<file path="config.mk">
export PLATFORM = sky130hd
export DESIGN_NAME = mb_qp_select
export DESIGN_NICKNAME = d
export VERILOG_FILES = /design/src/rtl/mbqp_pkg.sv /design/src/rtl/mbqp_cfg_regs.sv /design/src/rtl/mbqp_offset_calc.sv /design/src/rtl/mbqp_out_stage.sv /design/src/rtl/mb_qp_select.sv
export SDC_FILE = /design/constraint.sdc
export NUM_CORES = 1
export LEC_CHECK = 0
export BUFFER_PORTS_ARGS = -buffer_cell sky130_fd_sc_hd__buf_2
export CAP_MARGIN = 10
export CORE_UTILIZATION = 30
export DETAILED_ROUTE_END_ITERATION = 10
export PLACE_DENSITY = 0.56
export SYNTH_ARGS = -nofsm -noshare
export SYNTH_HDL_FRONTEND = slang
export SYNTH_HIERARCHICAL = 1
export SYNTH_SLANG_ARGS = --single-unit
</file>
<file path="constraint.sdc">
create_clock -name clk -period 8.9 [get_ports clk]
set_input_delay 0.89 -clock clk [delete_from_list [all_inputs] [get_ports clk]]
set_output_delay 0.89 -clock clk [all_outputs]
set_load 0.05 [all_outputs]
</file>
<file path="src/rtl/mbqp_pkg.sv">
package mbqp_pkg;

   typedef enum logic [1:0] {
      FR_INTRA = 2'b00,
      FR_PRED  = 2'b01,
      FR_BI    = 2'b10,
      FR_BI_X  = 2'b11
   } frame_kind_e;

   typedef enum logic [1:0] {
      MV_STILL = 2'b00,
      MV_SLOW  = 2'b01,
      MV_FAST  = 2'b10,
      MV_RSV   = 2'b11
   } motion_kind_e;

   // register select codes; offsets use select = slot + 1
   localparam logic [2:0] SEL_BASE = 3'd0;

   // offset slot numbering
   localparam int SLOT_STILL_I = 0;
   localparam int SLOT_FAST    = 1;
   localparam int SLOT_BI      = 2;
   localparam int SLOT_STILL_P = 3;
   localparam int N_SLOTS      = 4;

endpackage

</file>
<file path="src/rtl/mbqp_cfg_regs.sv">
module mbqp_cfg_regs
   import mbqp_pkg::*;
#(
   parameter int QP_W        = 6,
   parameter int OFF_W       = 4,
   parameter int QP_MAX      = 51,
   parameter int BASE_RST    = 26,
   parameter int STILL_I_RST = 2,
   parameter int FAST_RST    = 3,
   parameter int BI_RST      = 2,
   parameter int STILL_P_RST = 2,
   parameter int FAST_MIN    = 3,
   parameter int FAST_MAX    = 4,
   parameter int BI_MIN      = 1
) (
   input  logic                          clk,
   input  logic                          rst_n,
   input  logic                          cfg_we,
   input  logic [2:0]                    cfg_sel,
   input  logic [QP_W-1:0]               cfg_data,
   input  logic                          frame_start,
   input  logic [1:0]                    frame_type,
   output logic [QP_W-1:0]               eff_base,
   output logic [N_SLOTS-1:0][OFF_W-1:0] eff_off,
   output frame_kind_e                   eff_frame,
   output frame_kind_e                   act_frame
);

   localparam int OFF_TOP = (1 << OFF_W) - 1;

   function automatic int slot_lo(input int s);
      case (s)
         SLOT_FAST: return FAST_MIN;
         SLOT_BI:   return BI_MIN;
         default:   return 0;
      endcase
   endfunction

   function automatic int slot_hi(input int s);
      if (s == SLOT_FAST) return FAST_MAX;
      return OFF_TOP;
   endfunction

   function automatic int slot_rst(input int s);
      case (s)
         SLOT_STILL_I: return STILL_I_RST;
         SLOT_FAST:    return FAST_RST;
         SLOT_BI:      return BI_RST;
         default:      return STILL_P_RST;
      endcase
   endfunction

   logic [QP_W-1:0] shd_base, act_base;
   int              wr_val;

   assign wr_val = int'(cfg_data);

   // base register: shadow plus working copy
   always_ff @(posedge clk or negedge rst_n) begin
      if (!rst_n) begin
         shd_base <= QP_W'(BASE_RST);
      end else if (cfg_we && cfg_sel == SEL_BASE && wr_val <= QP_MAX) begin
         shd_base <= cfg_data;
      end
   end

   always_ff @(posedge clk or negedge rst_n) begin
      if (!rst_n) begin
         act_base  <= QP_W'(BASE_RST);
         act_frame <= FR_INTRA;
      end else if (frame_start) begin
         act_base  <= shd_base;
         act_frame <= frame_kind_e'(frame_type);
      end
   end

   assign eff_base  = frame_start ? shd_base : act_base;
   assign eff_frame = frame_start ? frame_kind_e'(frame_type) : act_frame;

   // one shadow/working pair per offset slot, each with its own legal window
   for (genvar s = 0; s < N_SLOTS; s++) begin : g_slot
      localparam int         LO  = slot_lo(s);
      localparam int         HI  = slot_hi(s);
      localparam logic [2:0] SEL = 3'(s + 1);

      logic [OFF_W-1:0] shd_q, act_q;
      logic             wr_hit;

      assign wr_hit = cfg_we && (cfg_sel == SEL) && (wr_val >= LO) && (wr_val <= HI);

      always_ff @(posedge clk or negedge rst_n) begin
         if (!rst_n) begin
            shd_q <= OFF_W'(slot_rst(s));
         end else if (wr_hit) begin
            shd_q <= cfg_data[OFF_W-1:0];
         end
      end

      always_ff @(posedge clk or negedge rst_n) begin
         if (!rst_n) begin
            act_q <= OFF_W'(slot_rst(s));
         end else if (frame_start) begin
            act_q <= shd_q;
         end
      end

      assign eff_off[s] = frame_start ? shd_q : act_q;
   end

endmodule

</file>
<file path="src/rtl/mbqp_offset_calc.sv">
module mbqp_offset_calc
   import mbqp_pkg::*;
#(
   parameter int QP_W        = 6,
   parameter int OFF_W       = 4,
   parameter int QP_MAX      = 51,
   parameter int SLOW_P_OFF  = 2,
   parameter bit RSV_AS_FAST = 1'b1
) (
   input  logic [QP_W-1:0]               base,
   input  logic [N_SLOTS-1:0][OFF_W-1:0] offs,
   input  frame_kind_e                   frame,
   input  logic [1:0]                    motion,
   output logic [QP_W-1:0]               qp
);

   localparam int SUM_W   = QP_W + 2;
   localparam int N_CLASS = 4;

   logic [SUM_W-1:0] intra_add [N_CLASS];
   logic [SUM_W-1:0] pred_add  [N_CLASS];
   logic [SUM_W-1:0] bi_add;
   logic [SUM_W-1:0] sel_add;
   logic [SUM_W-1:0] raw;

   // per-class offset table; the reserved class follows the chosen variant
   for (genvar c = 0; c < N_CLASS; c++) begin : g_class
      if (c == int'(MV_STILL)) begin : g_still
         assign intra_add[c] = SUM_W'(offs[SLOT_STILL_I]);
         assign pred_add[c]  = SUM_W'(offs[SLOT_STILL_P]);
      end else if (c == int'(MV_SLOW) || (c == int'(MV_RSV) && !RSV_AS_FAST)) begin : g_slow
         assign intra_add[c] = '0;
         assign pred_add[c]  = SUM_W'(SLOW_P_OFF);
      end else begin : g_fast
         assign intra_add[c] = '0;
         assign pred_add[c]  = SUM_W'(offs[SLOT_FAST]);
      end
   end

   assign bi_add = SUM_W'(offs[SLOT_BI]);

   always_comb begin
      unique case (frame)
         FR_INTRA: sel_add = intra_add[motion];
         FR_PRED:  sel_add = pred_add[motion];
         default:  sel_add = pred_add[motion] + bi_add;
      endcase
      raw = SUM_W'(base) + sel_add;
      if (raw > SUM_W'(QP_MAX)) begin
         qp = QP_W'(QP_MAX);
      end else begin
         qp = raw[QP_W-1:0];
      end
   end

endmodule

</file>
<file path="src/rtl/mbqp_out_stage.sv">
module mbqp_out_stage #(
   parameter int W = 6
) (
   input  logic         clk,
   input  logic         rst_n,
   input  logic         in_valid,
   output logic         in_ready,
   input  logic [W-1:0] in_data,
   output logic         out_valid,
   input  logic         out_ready,
   output logic [W-1:0] out_data
);

   logic take;

   assign in_ready = out_ready || !out_valid;
   assign take     = in_valid && in_ready;

   always_ff @(posedge clk or negedge rst_n) begin
      if (!rst_n) begin
         out_valid <= 1'b0;
      end else if (take) begin
         out_valid <= 1'b1;
      end else if (out_ready) begin
         out_valid <= 1'b0;
      end
   end

   always_ff @(posedge clk or negedge rst_n) begin
      if (!rst_n) begin
         out_data <= '0;
      end else if (take) begin
         out_data <= in_data;
      end
   end

endmodule

</file>
<file path="src/rtl/mb_qp_select.sv">
module mb_qp_select
   import mbqp_pkg::*;
#(
   parameter int QP_W        = 6,
   parameter int OFF_W       = 4,
   parameter int QP_MAX      = 51,
   parameter int BASE_RST    = 26,
   parameter int STILL_I_RST = 2,
   parameter int FAST_RST    = 3,
   parameter int BI_RST      = 2,
   parameter int STILL_P_RST = 2,
   parameter int SLOW_P_OFF  = 2,
   parameter int FAST_MIN    = 3,
   parameter int FAST_MAX    = 4,
   parameter bit RSV_AS_FAST = 1'b1
) (
   input  logic            clk,
   input  logic            rst_n,
   input  logic            cfg_we,
   input  logic [2:0]      cfg_sel,
   input  logic [QP_W-1:0] cfg_data,
   input  logic            frame_start,
   input  logic [1:0]      frame_type,
   input  logic            mb_valid,
   output logic            mb_ready,
   input  logic [1:0]      mb_motion,
   output logic            qp_valid,
   input  logic            qp_ready,
   output logic [QP_W-1:0] qp_out
);

   localparam int OFF_TOP = (1 << OFF_W) - 1;
   localparam int BI_MIN  = 1;

   initial begin
      if (QP_MAX >= (1 << QP_W)) $fatal(1, "QP_MAX does not fit QP_W");
      if (OFF_W > QP_W) $fatal(1, "OFF_W must not exceed QP_W");
      if (FAST_MIN > FAST_MAX || FAST_MAX > OFF_TOP) $fatal(1, "fast offset window illegal");
      if (FAST_RST < FAST_MIN || FAST_RST > FAST_MAX) $fatal(1, "fast offset reset illegal");
      if (BI_RST < BI_MIN || BI_RST > OFF_TOP) $fatal(1, "bidirectional offset reset illegal");
      if (BASE_RST > QP_MAX) $fatal(1, "base reset above QP_MAX");
      if (STILL_I_RST > OFF_TOP || STILL_P_RST > OFF_TOP) $fatal(1, "still offset reset too wide");
   end

   logic [QP_W-1:0]               eff_base;
   logic [N_SLOTS-1:0][OFF_W-1:0] eff_off;
   logic [OFF_W-1:0]              eff_fast;
   frame_kind_e                   eff_frame;
   frame_kind_e                   act_frame;
   logic [QP_W-1:0]               qp_next;

   assign eff_fast = eff_off[SLOT_FAST];

   mbqp_cfg_regs #(
      .QP_W        (QP_W),
      .OFF_W       (OFF_W),
      .QP_MAX      (QP_MAX),
      .BASE_RST    (BASE_RST),
      .STILL_I_RST (STILL_I_RST),
      .FAST_RST    (FAST_RST),
      .BI_RST      (BI_RST),
      .STILL_P_RST (STILL_P_RST),
      .FAST_MIN    (FAST_MIN),
      .FAST_MAX    (FAST_MAX),
      .BI_MIN      (BI_MIN)
   ) u_cfg (
      .clk         (clk),
      .rst_n       (rst_n),
      .cfg_we      (cfg_we),
      .cfg_sel     (cfg_sel),
      .cfg_data    (cfg_data),
      .frame_start (frame_start),
      .frame_type  (frame_type),
      .eff_base    (eff_base),
      .eff_off     (eff_off),
      .eff_frame   (eff_frame),
      .act_frame   (act_frame)
   );

   mbqp_offset_calc #(
      .QP_W        (QP_W),
      .OFF_W       (OFF_W),
      .QP_MAX      (QP_MAX),
      .SLOW_P_OFF  (SLOW_P_OFF),
      .RSV_AS_FAST (RSV_AS_FAST)
   ) u_calc (
      .base   (eff_base),
      .offs   (eff_off),
      .frame  (eff_frame),
      .motion (mb_motion),
      .qp     (qp_next)
   );

   mbqp_out_stage #(
      .W (QP_W)
   ) u_out (
      .clk       (clk),
      .rst_n     (rst_n),
      .in_valid  (mb_valid),
      .in_ready  (mb_ready),
      .in_data   (qp_next),
      .out_valid (qp_valid),
      .out_ready (qp_ready),
      .out_data  (qp_out)
   );

endmodule

</file>
# Yosys cells after proc, flatten, opt, wreduce, memory -nomap -nowiden
# Cells that the tools add are included.
dict set report word_totals {
  ff_bits 53
  inputBits 19
  output_inout_bits 8
  elab_cells 65
}
dict set report op_classes {
  addsub 2
  n_lt_le_gt_ge 8
  n_eq_ne 5
  mux 16
  n_bitwise 1
  n_reduce_logical 20
}
# cell n
set ops {}
lappend ops {{binary-select mux 8 bit (select 2 bit)} 2}
lappend ops {{2-to-1 mux 8 bit} 4}
lappend ops {{2-to-1 mux 4 bit} 4}
lappend ops {{one-hot mux 8 bit (2 select lines)} 1}
lappend ops {{logical AND 1 bit} 15}
lappend ops {{>= comparator 6 x 1 -> 1 bit, second input constant} 2}
lappend ops {{2-to-1 mux 6 bit} 2}
lappend ops {{adder 6 x 8 -> 8 bit} 1}
lappend ops {{adder 8 x 4 -> 8 bit} 1}
lappend ops {{> comparator 8 x 6 -> 1 bit, second input constant} 1}
lappend ops {{== test 3 x 2 -> 1 bit, second input constant} 2}
lappend ops {{>= comparator 6 x 2 -> 1 bit, second input constant} 1}
lappend ops {{less-or-equal comparator 6 x 3 -> 1 bit, second input constant} 1}
lappend ops {{less-or-equal comparator 6 x 4 -> 1 bit, second input constant} 1}
lappend ops {{less-or-equal comparator 6 bit, second input constant} 1}
lappend ops {{== test 3 x 1 -> 1 bit, second input constant} 1}
lappend ops {{== test 3 bit, second input constant} 1}
lappend ops {{>= comparator 3 bit, second input constant} 1}
lappend ops {{logical NOT 3 bit} 1}
lappend ops {{NOT 2 -> 3 bit} 1}
lappend ops {{== test 2 x 1 -> 1 bit, second input constant} 1}
lappend ops {{logical NOT 2 bit} 1}
lappend ops {{2-to-1 mux 1 bit} 2}
lappend ops {{2-to-1 mux 2 bit} 1}
lappend ops {{other kinds (3)} 3}

# Logic depth before layout (Yosys ltp)
# Gate-level depths: netlist (run 1).
dict set report logic_depth {
  word_depth 9
  mapped_depth 17
}

# By module
# Netlist (run 1), hierarchy kept.
# module n_inst cells_each area_each_um2 seq_area_each_um2
set modules_own_cells {}
lappend modules_own_cells {mbqp_cfg_regs 1 113 1831.8 1171.1}
lappend modules_own_cells {mbqp_offset_calc 1 78 614.3 0.0}
lappend modules_own_cells {mbqp_out_stage 1 16 297.8 175.2}

# Worst setup path after synthesis (run 1)
# No wires, ideal clock.
dict set report synth_path {
  kind {input port to flip-flop}
  startpoint {input port frame_start}
  endpoint {register u_out.out_data[0]}
  setup_time_ps 125
  arrival_ps 4443
  t_required_ps 8775
  setup_slack_ps 4332
  path_stages 17
  path_buffers 3
  cell_sequence {clkbuf_1 clkbuf_1 mux2_2 nor2_1 o21ai_0 ha_1 a21o_1 a21oi_1 xnor2_1 a21o_1 ha_1 buf_6 and3_4 o2bb2ai_2 o32a_1 a211o_1 mux2_4}
}
# item line_no
set synth_lines {}
lappend synth_lines {{start, declared} mb_qp_select.sv:22} ;# input logic frame_start,
lappend synth_lines {{end signal, assigned} mbqp_out_stage.sv:33} ;# out_data <= in_data;
lappend synth_lines {{end, declared} mbqp_out_stage.sv:11} ;# output logic [W-1:0] out_data

==> implementation parameters, run 1 <==
Parameter                              Value

Yosys
  Number of distinct standard cells referenced by the synthesized netlist    49
  Most frequent cells after synthesis    40 x mux2_2, 37 x dfrtp_1, 16 x dfstp_2, 9 x a21oi_1, 9 x ha_1
  Mapped Cells    207
  Sequential cell area fraction in the yosys report    0.4907
  Portion of synthesized cell area occupied by the leading cell type    0.3374
  Fraction of synthesis flops using an asynchronous set or reset pin    1.000
  Number of nets in the synthesized netlist    237
  Mean Syn Cell Area    13.26 um2
  Library cell occupying the most area in the post-synthesis netlist    dfrtp_1
  Most used DFF post-synth    dfrtp_1
  Main area contributors after synthesis    dfrtp_1 34%, mux2_2 16%, dfstp_2 15%
  Flops & latches, synth    53
  Cell Area, Synth    2744 um2
  Yosys warns    6
  Top-count cell post-synth    mux2_2
  Post-synth EDFFs    0

Final layout
  End-of-flow core utilization    0.3487
  Number of nets in the finished design    264
  Total non-filler cell area in the finished layout    3070 um2
  Synthesis-to-layout area growth    11.90%
  Fraction of final layout cells with drive strength greater than 1    0.4638
  Fillers    866
  Number of antenna diodes    0

Global route
  Vias in the first global route    1722
  Total gr overflow    0
  Gr usage total    0.1262
  Maximum number of pins on one net before global-route repair    54
  Wire length of the first global-routing pass    9.390 mm
  Antenna violations before repair    0

Timing
  Max-slew headroom    0.5416
  Count of pins over their slew limit    0
  Unrepaired setup endpoints after global routing    false
  WHS    0.4984 ns
  Final worst path period need    4.492 ns
  Setup Viol. Count Final    0
  Slew @ Worst Pin    0.6875 ns
  Share of the cycle needed by the critical path after routing    0.5047
  TNS Setup    0 ns
  Fmax    0.2226 GHz
  Count of final hold-check violations    0
  Setup clock skew after layout    0.007002 ns

Drt
  Total Wirelength    5.496 mm
  Met3 WL    156 um
  Met2 routed wirelength    2.214 mm
  DRC violation count after routing    4
  Routed metal-1 wirelength    3.023 mm
  Detailed router's first-iteration violation count    56
  DRT Pass-1 Iters    7
  Total vias in the final route    1681
  Vias per cell    4.901
  WL/cell    16.02 um
  Uppermost routed layer    met4
  Antenna viol nets, final    0

Worst hold path
  Launch point of the worst hold path    u_cfg/g_slot[1].shd_q[3]
  Hold WC Path Type    reg -> reg

Clocking
  CTS tree    done
  Clock latency on the worst-skew pair    0.32 ns
  Clock Tree Root    clkbuf_8
  Clock sink count    53
  Hold bufs inserted after CTS    0
  Number of H-tree levels    2
  Setup Fix Bufs, Post-CTS    0
  Number of gates resized after CTS    0
  Buffer levels on the longest clock path    2
  Register clock-pin slew on the reported worst setup and hold paths    0.11 ns
  Clock buffers created by TritonCTS    5

Run
  Max-cap violations    0

Floorplanning
  I/O pin count    27
  Initial core utilization    0.3116
  Vert. Die Dim    97.64 um
  Die area    9533 um2
  Row count    34
  Core area    8806 um2
  Die extent in x    97.64 um

Power and ir drop
  Total power    764.5 uW
  Portion of total power attributed to combinational logic    0.378
  Switching part of the total power    0.3651
  Power density over the cells    249.0 nW/um2
  Static leakage    1.359 nW
  Switch Pwr    279.1 uW
  Worst IR drop on VDD    0.1722 mV
  P_int    485.3 uW
  Proportion of power drawn by flip-flops and latches    0.430
  Clk network pwr share    0.192

Worst setup path
  Critical path peak fanout    24
  Category of the worst setup path capture point    flop
  Req. time, crit path    9.11 ns
  Startpoint of the worst-slack reg-to-reg timing path    u_cfg/g_slot[3].shd_q[1]
  Arrival time reported for the critical path endpoint    4.70 ns
  Startpoint of the worst setup timing path    frame_start
  Startpoint-to-endpoint class of the critical path    in -> reg
  Startpoint type of the worst setup path    primary input

Run status
  Status    finished, violations left
  Failing checks    design-rule violations

Placement
  DP Area    2975 um2
  Hpwl dp    3.856 mm
  IO buf count    26
  Routability-driven placement congestion ratio    0.7890
[cell type report]
type,count,area (um2),share of cell area
Inverter,5,18.77,0.006112
Multi-Input combinational cell,142,1338,0.4356
Clock inverter,3,26.28,0.008557
Clock buffer,5,68.82,0.02241
Tap cell,108,135.1,0.04401
Sequential cell,53,1346,0.4385
Timing Repair Buffer,27,137.6,0.04482
[worst max-delay path, cell delays in order]
cell       delay, ns
buf_2           0.43
mux2_2          0.27
nor2_1          0.04
o21ai_0         0.37
ha_1            0.32
a21o_1          0.18
a21oi_1         0.20
xnor2_1         0.09
a21o_1          0.21
ha_1            0.41
and3_4          0.24
o2bb2ai_2       0.14
o32a_1          0.34
a211o_1         0.31
mux2_4          0.26
[routing by layer]
layer,GRT usage,vias to the layer above
li1,-,827
met1,0.1933,817
met2,0.1718,28
met3,0.02662,9
met4,0.04545,0
met5,0,-
[cell families (layout without fill, tap and decap cells)]
| family | count (synthesis) | in the layout | share of synthesized area |
|---|---|---|---|
| mux | 46 | 46 | 0.1970 |
| xor+xnor | 4 | 4 | 0.01277 |
| buf+inv | 12 | 40 | 0.02189 |
| flops | 53 | 53 | 0.4907 |
| fa+ha+maj | 11 | 11 | 0.05563 |
| simple gates | 36 | 36 | 0.09120 |
| compound gates | 45 | 45 | 0.1309 |
[layout by cell type, fill, tap and decap left out, types with 2 or more instances in the layout]
cell type,synthesis,layout
a211o_1,3,3
a211oi_1,5,5
a21o_1,2,2
a21o_2,2,2
a21oi_1,9,9
a221oi_1,2,2
a22o_1,4,4
a22oi_1,2,2
a32o_1,2,2
and3b_1,2,2
buf_2,0,26
clkbuf_8,0,5
clkinvlp_4,0,2
dfrtp_1,37,37
dfstp_2,16,16
fa_1,2,2
ha_1,9,9
inv_1,5,5
mux2_2,40,40
mux2_4,6,6
nand2_1,4,4
nand4_1,2,2
nor2_1,6,6
nor2b_1,3,3
nor3_1,2,2
nor3b_1,2,2
nor4b_1,2,2
o21a_1,3,3
o21ai_0,3,3
o22a_1,2,2
or4_1,2,2
xnor2_1,2,2
xor2_1,2,2
[power groups by stage]
| stage | sequential (mW) | clock (mW) | combinational [mW] |
|---|---|---|---|
| after detailed placement | 0.332 | 0 | 0.289 |
| after CTS | 0.329 | 0.152 | 0.291 |
| after global placement | 0.332 | 0 | 0.285 |
| after global routing | 0.336 | 0.162 | 0.317 |
| after floorplan | 0.374 | 0 | 0.186 |
| final | 0.329 | 0.147 | 0.289 |
[state kept, by name, indices dropped and copies added (netlist names)]
signal	count
u_cfg/g_slot.act_q	16
u_out/out_data	6
u_out/out_valid	1
u_cfg/act_base	6
u_cfg/act_frame	2
u_cfg/g_slot.shd_q	16
u_cfg/shd_base	6
[path summary, 6_finish.rpt]
check / endpoint / slack, ns / cells past startpoint
min in group asynchronous: u_cfg/g_slot[0].act_q[3] / 0.68 / 2
hold reg to reg: u_cfg/g_slot[1].shd_q[3] / 0.50 / 1
setup / recovery: u_out/out_data[0] / 4.41 / 15
max in group asynchronous: u_out/out_data[2] / 7.75 / 2
hold / removal: u_cfg/g_slot[1].shd_q[3] / 0.50 / 1
setup reg to reg: u_out/out_data[0] / 4.96 / 14
[metrics by stage]
stage | cells | setup WS (ns)
floorplan | 207 | 4.332
global placement | 335 | 4.141
CTS | 343 | 4.366
finish | 343 | 4.408
detailed placement | 335 | 4.053
global route | 343 | 4.227
(Power assumes the default switching activity.)
==> inputs of run 2 (changes only) <==
--- a/config.mk
+++ b/config.mk
@@ -9,7 +9,7 @@
 export CAP_MARGIN = 10
 export CORE_UTILIZATION = 30
 export DETAILED_ROUTE_END_ITERATION = 10
-export PLACE_DENSITY = 0.56
+export PLACE_DENSITY = 0.58
 export SYNTH_ARGS = -nofsm -noshare
 export SYNTH_HDL_FRONTEND = slang
 export SYNTH_HIERARCHICAL = 1
==> constraint.sdc (replaced) <==
create_clock -name clk -period 3.6 [get_ports clk]
set_input_delay 0.36 -clock clk [delete_from_list [all_inputs] [get_ports clk]]
set_output_delay 0.36 -clock clk [all_outputs]
set_load 0.05 [all_outputs]
==> run 2 against run 1 <==
The flow still finishes with violations (design-rule violations). Die area unchanged. Worst hold slack worse by 0.42 ns. Wire length grew 0.56%. Global-route usage shrank 0.17 points. Non-clock buffer count rose by 17. First-iteration DRC count is 39% lower.
==> implementation parameters, run 2 (synthesized netlist as in run 1, its figures left out) <==
Parameter                              Value

Final layout
  Number of antenna diodes    0
  Commonest non-fill, non-tap cells in the layout    39 x mux2_2, 37 x dfrtp_1, 26 x buf_2
  Fraction of final layout cells with drive strength greater than 1    0.5397
  Synthesis-to-layout area growth    19.84%
  Number of nets in the finished design    281
  Total non-filler cell area in the finished layout    3288 um2
  Largest registers    u_cfg/g_slot.act_q (16), u_cfg/g_slot.shd_q (16)
  Most common library cell in the layout ignoring fill and taps    mux2_2

Power and ir drop
  Proportion of power drawn by flip-flops and latches    0.404
  Switch Pwr    688.1 uW
  Worst IR drop on VDD    0.2869 mV
  Switching part of the total power    0.3424
  P_int    1.322 mW
  Static leakage    1.460 nW
  Portion of total power attributed to combinational logic    0.415
  Total power    2.010 mW
  Clk network pwr share    0.182
  Power density over the cells    611.3 nW/um2

Placement
  DP Area    3143 um2
  Hpwl dp    4.269 mm
  Routability-driven placement congestion ratio    0.8351
  IO buf count    26

Timing
  Fmax    0.2893 GHz
  Share of the cycle needed by the critical path after routing    0.9601
  Setup clock skew after layout    0.006921 ns
  Final worst path period need    3.456 ns
  Slew @ Worst Pin    0.6661 ns
  Unrepaired setup endpoints after global routing    false
  Setup Viol. Count Final    0
  Max-slew headroom    0.5559
  WHS    0.08137 ns
  Count of pins over their slew limit    0
  Count of final hold-check violations    0

Clocking
  Clock sink count    53
  Register clock-pin slew on the reported worst setup and hold paths    0.09 ns
  Clock latency on the worst-skew pair    0.30 ns
  Setup Fix Bufs, Post-CTS    0
  Number of H-tree levels    2
  Clock buffers created by TritonCTS    5
  Buffer levels on the longest clock path    2
  Hold bufs inserted after CTS    0
  Clock Tree Root    clkbuf_8
  CTS tree    done

Run status
  Failing checks    design-rule violations
  Status    finished, violations left

Worst setup path
  Buf/Inv on CP    2
  Category of the worst setup path capture point    flop
  Startpoint type of the worst setup path    primary input
  Cell-by-cell listing of the critical path    buf_2 > mux2_2 > a22o_1 > ha_1 > inv_1 > fa_1 > a21oi_2 > ha_1 > a21o_2 > o2bb2ai_4 > o32a_1 > a211o_1 > mux2_4
  Startpoint-to-endpoint class of the critical path    in -> reg
  Req. time, crit path    3.79 ns
  Worst path most repeated cell    ha_1
  Critical path peak fanout    11
  Arrival time reported for the critical path endpoint    3.65 ns
  Slowest-stage cell, CP    fa_1
  Top cell family by delay on the critical path    compound AO/OA/AOI/OAI gates
  Peak per-stage delay on the critical path    0.41 ns

Global route
  Antenna violations before repair    0
  Total gr overflow    0
  Gr usage total    0.1245
  Maximum number of pins on one net before global-route repair    31
  Wire length of the first global-routing pass    9.315 mm
  Vias in the first global route    1851

Worst hold path
  Hold WC Path Type    in -> async

Drt
  Vias per cell    4.981
  Detailed router's first-iteration violation count    34
  WL/cell    15.35 um
  DRT Pass-1 Iters    7
  Total vias in the final route    1793
  Antenna viol nets, final    0
  DRC violation count after routing    4
  Total Wirelength    5.527 mm

Floorplanning
  Die extent in x    97.64 um
  Die area    9533 um2
  Row count    34
  Core area    8806 um2
  Initial core utilization    0.3116
  Vert. Die Dim    97.64 um
  I/O pin count    27

Run
  Max-cap violations    0
[run 2: changes by cell type in the layout (fill, tap and decap cells not counted), sizes merged]
cell	before	now
clkinvlp	2	0
clkbuf	5	7
buf	27	44
[run 2: path summary, 6_finish.rpt]
path	startpoint	slack (ns)	depth (start not counted)	endpoint
setup / recovery	frame_start	0.14	13	u_out/out_data[1]
min in group clk	mb_valid	0.28	2	u_out/out_valid
hold / removal	rst_n	0.08	1	u_out/out_data[3]
max in group asynchronous	rst_n	2.69	2	u_cfg/g_slot[3].shd_q[1]
setup reg to reg	u_cfg/g_slot[3].shd_q[0]	0.16	12	u_out/out_data[1]
hold reg to reg	u_cfg/g_slot[1].shd_q[3]	0.49	1	u_cfg/g_slot[1].shd_q[3]
[run 2: metrics by stage]
stage	setup slack, ns	setup TNS, ns	util	cells
2_1_floorplan	-0.04929	-0.09858	-	207
3_3_place_gp	-0.1615	-0.6011	0.3569	352
3_5_place_dp	-0.1964	-0.7538	0.3569	352
4_1_cts	0.03315	0	0.3693	360
5_1_grt	0.006954	0	0.3734	360
6_report	0.1436	0	0.3734	360
[run 2: layout make-up]
| class | count | area (um2) |
|---|---|---|
| clock inverters | 1 | 8.758 |
| clock buffers | 7 | 96.34 |
| fillers | 869 | 5518 |
| repair buffers | 44 | 265.3 |
| flip-flops and latches | 53 | 1346 |
| well taps | 108 | 135.1 |
| inverters | 5 | 18.77 |
| multi-input cells | 142 | 1418 |
[run 2: power by group through the flow]
stage | registers, mW | clock network [mW] | logic [mW]
after floorplan | 0.924 | 0 | 0.487
after global placement | 0.819 | 0 | 0.793
after detailed placement | 0.822 | 0 | 0.802
after CTS | 0.813 | 0.379 | 0.807
after global routing | 0.828 | 0.398 | 0.900
final | 0.811 | 0.365 | 0.834
[run 2: what timing repair did]
action,4_1_cts,5_1_grt
setup endpoints to repair,2,4
gates resized for setup,1,6
pin swaps,0,1
[run 2: layer usage]
| metal | GRT usage | up-vias | part of all wire |
|---|---|---|---|
| met5 | 0 | - | 0 |
| met1 | 0.1786 | 911 | 0.51 |
| li1 | - | 860 | - |
| met4 | 0.03846 | 0 | 0.010 |
| met2 | 0.1888 | 18 | 0.45 |
| met3 | 0.02374 | 4 | 0.024 |
==> inputs of run 3 (changes only) <==
--- a/config.mk
+++ b/config.mk
@@ -6,9 +6,10 @@
 export NUM_CORES = 1
 export LEC_CHECK = 0
 export BUFFER_PORTS_ARGS = -buffer_cell sky130_fd_sc_hd__buf_2
-export CAP_MARGIN = 10
+export CAP_MARGIN = 20
 export CORE_UTILIZATION = 30
 export DETAILED_ROUTE_END_ITERATION = 10
+export GPL_TIMING_DRIVEN = 0
 export PLACE_DENSITY = 0.58
 export SYNTH_ARGS = -nofsm -noshare
 export SYNTH_HDL_FRONTEND = slang
==> run 3 against run 2 <==
The run still ends with design-rule violations left. Worst hold slack improved by 0.20 ns. Critical endpoint unchanged. Via count increased by 0.89%. Register-to-register slack got worse by 0.09 ns. Non-clock buffer count is 1 higher. Count of clock-buffer cells in the layout fell by 2. Wire length grew 4.5%. Critical path depth grew 4. Fmax fell by 2.4%. Flip-flop and latch count unchanged. Clock power shrank 5%. First-iteration DRC count rose to 2.9 times the previous value.
==> implementation parameters, run 3 (synthesized netlist as in run 1, its figures left out) <==
Parameter                              Value

Drt
  DRT Pass-1 Iters    7
  Detailed router's first-iteration violation count    97
  DRC violation count after routing    4
  Total vias in the final route    1809
  Total Wirelength    5.774 mm
  Antenna viol nets, final    0
  WL/cell    15.99 um
  Vias per cell    5.011

Final layout
  Commonest non-fill, non-tap cells in the layout    37 x mux2_2, 37 x dfrtp_1, 24 x buf_2
  End-of-flow core utilization    0.3882
  Number of antenna diodes    0
  Footprint of the flip-flops and latches    1346 um2
  Largest registers    u_cfg/g_slot.act_q (16), u_cfg/g_slot.shd_q (16)
  Total non-filler cell area in the finished layout    3418 um2
  Multi-input logic area    1481 um2
  Synthesis-to-layout area growth    24.58%
  Number of nets in the finished design    282
  Fillers    842
  Fraction of final layout cells with drive strength greater than 1    0.5613
  Final standard cell count with taps included and fillers excluded    361

Timing
  Setup clock skew after layout    0.009159 ns
  Fmax    0.2823 GHz
  Unrepaired setup endpoints after global routing    true
  Crit path setup slack, layout    0.05726 ns
  Share of the cycle needed by the critical path after routing    0.9841
  Final worst path period need    3.543 ns
  Setup Viol. Count Final    0
  Count of final hold-check violations    0
  TNS Setup    0 ns
  Count of pins over their slew limit    0
  Slew @ Worst Pin    0.5193 ns
  Max-slew headroom    0.6529

Worst hold path
  Hold WC Path Type    in -> reg
  Launch point of the worst hold path    mb_valid
  Worst hold endpoint    u_out/out_valid
  Cell depth of the worst min-delay path    2

Worst setup path
  Category of the worst setup path capture point    flop
  RR Endpoint    u_out/out_data[1]
  Startpoint of the worst-slack reg-to-reg timing path    u_cfg/g_slot[1].shd_q[0]
  Startpoint-to-endpoint class of the critical path    in -> reg
  Minimum setup slack among reg-to-reg paths    0.07 ns
  Startpoint type of the worst setup path    primary input
  Req. time, crit path    3.80 ns
  R2r worst-path depth    15
  Critical path peak fanout    7
  Arrival time reported for the critical path endpoint    3.74 ns

Placement
  Hpwl dp    4.151 mm
  Routability-driven placement congestion ratio    0.7661
  # placed instances    340
  Pre-CTS WS    -0.3339 ns
  DP Area    3123 um2
  IO buf count    24

Power and ir drop
  Switching part of the total power    0.3581
  Clk network pwr share    0.169
  Power density over the cells    600.9 nW/um2
  P_int    1.319 mW
  Worst IR drop on VDD    0.2613 mV
  Portion of total power attributed to combinational logic    0.440
  Proportion of power drawn by flip-flops and latches    0.391
  Static leakage    1.507 nW
  Switch Pwr    735.5 uW

Global route
  Total gr overflow    0
  Antenna violations before repair    0
  Vias in the first global route    1828
  Wire length of the first global-routing pass    9.425 mm
  Gr usage total    0.1269
  Maximum number of pins on one net before global-route repair    40

Floorplanning
  Row count    34
  Die area    9533 um2
  Core area    8806 um2
  Vert. Die Dim    97.64 um
  I/O pin count    27
  Die extent in x    97.64 um
  Initial core utilization    0.3116

Run status
  Failing checks    design-rule violations
  Status    finished, violations left

Clocking
  Clock sink count    53
  Number of H-tree levels    2
  Clock latency on the worst-skew pair    0.31 ns
  Clock Tree Root    clkbuf_8
  Register clock-pin slew on the reported worst setup and hold paths    0.09 ns
  Clock buffers created by TritonCTS    5
  CTS tree    done
  Buffer levels on the longest clock path    2

Run
  Max-cap violations    0
run 3: cell count changes in the layout (fill, tap and decap cells not counted), moves of 2 or more:
cell	change
clkbuf_1	+2
mux2_4	+2
clkbuf_16	+3
buf_2	-2
buf_6	+2
clkbuf_8	-2
buf_4	-7
mux2_2	-2
run 3: repair_timing:
| action | in CTS | in global routing |
|---|---|---|
| resized for setup | 6 | 15 |
| gates cloned | 0 | 0 |
| hold buffers | 1 | 0 |
| endpoints found under the hold margin | 12 | 0 |
| pin swaps | 5 | 20 |
| setup buffers | 1 | 11 |
| setup endpoints to repair | 2 | 4 |
run 3: power by group through the flow:
stage                     combinational, mW  clock (mW)  sequential, mW
after CTS                             0.800       0.364           0.803
after detailed placement              0.768           0           0.814
final                                 0.904       0.348           0.803
after global placement                0.753           0           0.807
after global routing                  0.973       0.385           0.821
after floorplan                       0.487           0           0.924
run 3: worst max path at each step:
stage	end	slack, ns	startpoint	cells past startpoint
floorplan	u_out/out_data[0]	-0.05	frame_start	17
global placement	u_out/out_data[0]	-0.33	mb_motion[1]	15
detailed placement	u_out/out_data[1]	-0.33	mb_motion[1]	15
CTS	u_out/out_data[1]	0.005	u_cfg/g_slot[1].shd_q[0]	14
global route	u_out/out_data[0]	-0.04	u_cfg/g_slot[1].shd_q[0]	14
finish	u_out/out_data[1]	0.06	frame_start	17
run 3: routing by layer:
metal / vias up / track usage / wire (um)
met3: 6 / 0.02662 / 133
met5: - / 0 / 0
li1: 867 / - / -
met2: 18 / 0.2013 / 2726
met1: 918 / 0.1733 / 2834
met4: 0 / 0.03846 / 79
run 3: final cells by class:
cell class,instances,share of cell area
sequential,53,0.3939
inverter,5,0.005490
tap,108,0.03953
buffer,7,0.03075
timing repair buffer,38,0.06955
clock buffer,5,0.02013
clock inverter,3,0.007321
multi-input combinational,142,0.4334
run 3: through the flow:
stage	hold slack [ns]	total power, mW
2_1_floorplan	0.06441	1.411
3_3_place_gp	0.4697	1.561
3_5_place_dp	0.2964	1.582
4_1_cts	0.2762	1.968
5_1_grt	0.2849	2.179
6_report	0.2840	2.054
run 3: critical path: stages:
cell	delay, ns
clkbuf_16	0.14
clkbuf_16	0.16
mux2_4	0.30
a22o_1	0.24
ha_2	0.19
buf_4	0.13
a21o_1	0.16
a21oi_2	0.15
xnor2_1	0.08
a21o_1	0.19
ha_1	0.28
buf_6	0.13
a21oi_2	0.18
o2bb2ai_4	0.10
o32a_1	0.36
a211o_1	0.31
mux2_4	0.26
